`src/rtl/rev_block_seq.sv`:
```
module rev_block_seq #(
  parameter int WIN_TICKS    = 1600,
  parameter int RECOV_TICKS  = 240,
  parameter int DLY_HI_TICKS = 42,
  parameter int DLY_LO_TICKS = 50
) (
  input  logic clk,
  input  logic rst_n,
  input  logic rev_en,
  input  logic rev_tight,
  input  logic rev_loose,
  input  logic out_ok,
  input  logic start_done,
  output logic gate_off,
  output logic thr_loose,
  output logic fault_n,
  output logic restart_req
);
  localparam int DMAX = (DLY_HI_TICKS > DLY_LO_TICKS) ? DLY_HI_TICKS : DLY_LO_TICKS;
  localparam int TMAX = (RECOV_TICKS > DMAX) ? RECOV_TICKS : DMAX;
  localparam int CW   = $clog2(TMAX + 1);
  localparam int WW   = $clog2(WIN_TICKS + 1);
  localparam logic [CW-1:0] RLOAD  = CW'(RECOV_TICKS - 1);
  localparam logic [CW-1:0] DHLOAD = CW'(DLY_HI_TICKS - 1);
  localparam logic [CW-1:0] DLLOAD = CW'(DLY_LO_TICKS - 1);
  localparam logic [WW-1:0] WLOAD  = WW'(WIN_TICKS);

  typedef enum logic [1:0] {WATCH, HOLD, STUCK, SETTLE} st_t;

  st_t           st;
  logic [CW-1:0] cnt;
  logic [WW-1:0] win;
  logic          hit;

  assign thr_loose = (win != '0);
  assign hit       = rev_en & (thr_loose ? rev_loose : rev_tight);
  assign gate_off  = (st != WATCH);
  assign fault_n   = (st == WATCH);

  always_ff @(posedge clk or negedge rst_n) begin
    if (!rst_n) begin
      st          <= WATCH;
      cnt         <= '0;
      win         <= '0;
      restart_req <= 1'b0;
    end else begin
      restart_req <= 1'b0;
      case (st)
        WATCH: begin
          if (hit) begin
            st  <= HOLD;
            cnt <= RLOAD;
            win <= '0;
          end else if (start_done) begin
            win <= WLOAD;
          end else if (win != '0) begin
            win <= win - 1'b1;
          end
        end
        HOLD: begin
          if (cnt != '0) begin
            cnt <= cnt - 1'b1;
          end else if (hit) begin
            st <= STUCK;
          end else begin
            st  <= SETTLE;
            cnt <= out_ok ? DHLOAD : DLLOAD;
          end
        end
        STUCK: begin
          if (!hit) begin
            st  <= SETTLE;
            cnt <= out_ok ? DHLOAD : DLLOAD;
          end
        end
        default: begin
          if (hit) begin
            st  <= HOLD;
            cnt <= RLOAD;
          end else if (cnt == '0) begin
            st          <= WATCH;
            restart_req <= 1'b1;
          end else begin
            cnt <= cnt - 1'b1;
          end
        end
      endcase
    end
  end
endmodule

```
`config.mk`:
```
export PLATFORM = sky130hd
export DESIGN_NAME = rev_block_seq
export DESIGN_NICKNAME = d
export VERILOG_FILES = /design/src/rtl/rev_block_seq.sv
export SDC_FILE = /design/constraint.sdc
export NUM_CORES = 1
export LEC_CHECK = 0
export ABC_AREA = 1
export BUFFER_PORTS_ARGS = -buffer_cell sky130_fd_sc_hd__buf_2
export CELL_PAD_IN_SITES_DETAIL_PLACEMENT = 2
export CELL_PAD_IN_SITES_GLOBAL_PLACEMENT = 2
export CORE_MARGIN = 4
export CORE_UTILIZATION = 34
export DETAILED_ROUTE_END_ITERATION = 10
export PLACE_DENSITY = 0.78
export SLEW_MARGIN = 10
export SYNTH_ARGS = -nofsm -noshare
export SYNTH_HDL_FRONTEND = slang
export SYNTH_SLANG_ARGS = --single-unit
```
`constraint.sdc`:
```
create_clock -name clk -period 2.2 [get_ports clk]
set_input_delay 0.33 -clock clk [delete_from_list [all_inputs] [get_ports clk]]
set_output_delay 0.33 -clock clk [all_outputs]
set_load 0.02 [all_outputs]
```
==> results.json <==
{
  "netlist-cell-type-count": 27,
  "grt_pass1_vias": 1702,
  "diodes": 0,
  "io_buffers": 10,
  "final_nets": 266,
  "slew_headroom": 0.622,
  "tightest_slew_ns": 0.566,
  "ys_top_cells_by_area": "dfrtp_1 (34%), nand2_1 (13%), nand3_1 (7.3%)",
  "r2r_cells": 13,
  "nFillCells": 590,
  "die_h_um": 77.5,
  "io_pins": 11,
  "finalHoldViolCount": 0,
  "crit_required_ns": 2.41,
  "power_density_mw_per_mm2": 1560,
  "syn-cell-area_mm2": 0.00164,
  "gp_congestion": 0.809,
  "grt.overflow.total": 0,
  "ys_seq_elements": 22,
  "fin_area_mm2": 0.00183,
  "drive_above_1_share": 0.141,
  "avgSynthCellArea_um2": 7.07,
  "start_util": 0.350,
  "routed_wl_um": 4920,
  "synthesis.nets": 247,
  "grt_use_total": 0.180,
  "maxSlewViolCount": 0,
  "ant_nets": 0,
  "clock_skew_ns": 0.00442,
  "tns_ns": 0,
  "cts_hold_buffers": 0,
  "grt_pass1_wl_um": 8560,
  "syn_inst": 232,
  "grt_max_degree": 23,
  "dieArea_mm2": 0.00600,
  "drtIter0Drc": 43,
  "setup_viol_count_final": 0,
  "vdd_drop_max_mv": 0.534,
  "cap_viol_max_count": 0,
  "period_minus_slack_ns": 2.00,
  "place_hpwl_um": 3920,
  "drcViolationCount": 0,
  "hold_ws_ns": 0.0461,
  "core_mm2": 0.00469,
  "crit_path_end_kind": "flip-flop",
  "yosysWarnings": 0,
  "antenna_found_initial": 0,
  "synth_top_area_cell": "dfrtp_1",
  "place_area_mm2": 0.00177,
  "power.total_mw": 2.85,
  "clock_path_buffers": 2,
  "status": "completed",
  "die_w_um": 77.5,
  "routed_via_density": 5.20,
  "p_leak_nw": 0.953,
  "root_buffer": "clkbuf_8",
  "fin_crit_sh": 0.909,
  "num_rows": 25,
  "cts_tree": "done",
  "fin_util": 0.391,
  "max_freq_mhz": 500,
  "startpoint_type": "flip-flop",
  "htreeDepth": 1,
  "vias": 1576,
  "rsz0062_at_grt": "no",
  "syn2layout_area_growth_pct": 11.7,
  "crit_fanout": 10,
  "crit_type": "reg -> reg",
  "wl_per_cell_um": 16.3,
  "synth-seq-area-share": 0.336,
  "numClockSinks": 22,
  "cp.arrival_ns": 2.21,
  "drtPass1Iterations": 4,
  "clkTransAtPathRegs_ns": 0.09,
  "clk_latency_ns": 0.27,
  "cts_buffers": 3,
  "hold_class": "in -> async",
  "yosysTopAreaCellShare": 0.336
}
-- stage by stage --
| step | setup WS [ns] | instances |
|---|---|---|
| after floorplan | 0.405 | 232 |
| after global placement | 0.237 | 298 |
| after detailed placement | 0.153 | 298 |
| after CTS | 0.116 | 301 |
| after global routing | 0.00276 | 303 |
| final | 0.199 | 303 |
-- registers in the layout (all words and copies together), names as in the netlist --
name,flops
win,11
restart_req,1
cnt,8
st,2
-- report_power, final --
group	switching [mW]	internal [mW]	total, mW
combinational	1.19	0.668	1.86
clock	0.143	0.123	0.265
sequential	0.144	0.580	0.724
total	1.48	1.37	2.85
-- logic make-up (layout without fill, tap and decap cells) --
kind of cell,after synthesis,after routing,share of synthesized area
compound gates,27,27,0.0885
flops,22,22,0.336
buf+inv,38,55,0.0992
xor+xnor,11,11,0.0587
fa+ha+maj,8,8,0.0610
simple gates,126,126,0.357
-- final timing paths --
| check | end | start | slack (ns) |
|---|---|---|---|
| max | cnt[7]$_DFFE_PN0P_ | win[0]$_DFFE_PN0P_ | 0.20 |
| min | cnt[1]$_DFFE_PN0P_ | rst_n | 0.05 |
| max reg2reg | cnt[7]$_DFFE_PN0P_ | win[0]$_DFFE_PN0P_ | 0.20 |
| max in group asynchronous | win[6]$_DFFE_PN0P_ | rst_n | 1.78 |
| min reg2reg | cnt[0]$_DFFE_PN0P_ | cnt[0]$_DFFE_PN0P_ | 0.48 |
| min in group clk | win[2]$_DFFE_PN0P_ | start_done | 0.45 |
-- worst max-delay path, stage by stage, from the launching register on --
cell,delay (ns)
dfrtp_1,0.38
inv_1,0.11
ha_2,0.22
nand2_2,0.10
nor2_4,0.15
nand2_4,0.08
nand2_4,0.08
nand3_4,0.14
nand2_1,0.12
nand2_1,0.11
buf_4,0.18
a21oi_1,0.15
nand2_1,0.07
nand2_1,0.06
-- timing repair --
| item | in CTS | in global routing |
|---|---|---|
| buffers inserted | 0 | 2 |
| hold endpoints to repair | 0 | 0 |
| resized for setup | 0 | 3 |
| setup endpoints to repair | 0 | 16 |
-- routing by layer --
metal  up-vias  wire [um]  GRT usage
met5         -          0          0
met4         0         58     0.0516
met3         5         87     0.0244
met2        12       2580      0.322
met1       782       2200      0.224
li1        777          -          -
-- synth_stat cells --
master    count
o211ai_1      3
ha_1          8
o31ai_1       1
xor2_1       10
inv_2         2
nor4_1        1
nand2_4       2
buf_2         1
nand2_2       2
nand3_4       1
nand3_2       1
nor2_4        2
inv_1        32
a21oi_1       6
nand2_1      56
buf_4         1
nor2_1       23
dfrtp_1      22
and3_1        1
o21ai_0       6
buf_6         2
xnor2_1       1
nor3_1        8
o21ai_1      11
nor2_2        2
nand4_1       3
nand3_1      24
-- layout make-up --
cell class / count / area (um2) / area share
Sequential cell: 22 / 551 / 0.300
Timing Repair Buffer: 18 / 114 / 0.0621
Multi-Input combinational cell: 172 / 932 / 0.509
Tap cell: 54 / 67.6 / 0.0369
Inverter: 34 / 128 / 0.0696
Clock buffer: 3 / 41.3 / 0.0225
-- layout by cell type, fill, tap and decap left out --
master    count
o21ai_0       6
nand3_4       1
o211ai_1      3
buf_6         1
clkbuf_8      3
nor2_1       23
nor2_4        2
nand2_4       2
nand2_2       3
nand3_2       1
ha_1          7
and3_1        1
nand2_1      55
ha_2          1
nand3_1      24
xnor2_1       1
buf_4         7
nand4_1       3
o31ai_1       1
o21ai_1      11
nor3_1        8
buf_2        10
nor4_1        1
inv_2         2
xor2_1       10
dfrtp_1      22
nor2_2        2
inv_1        32
a21oi_1       6
(Power assumes the default switching activity.)
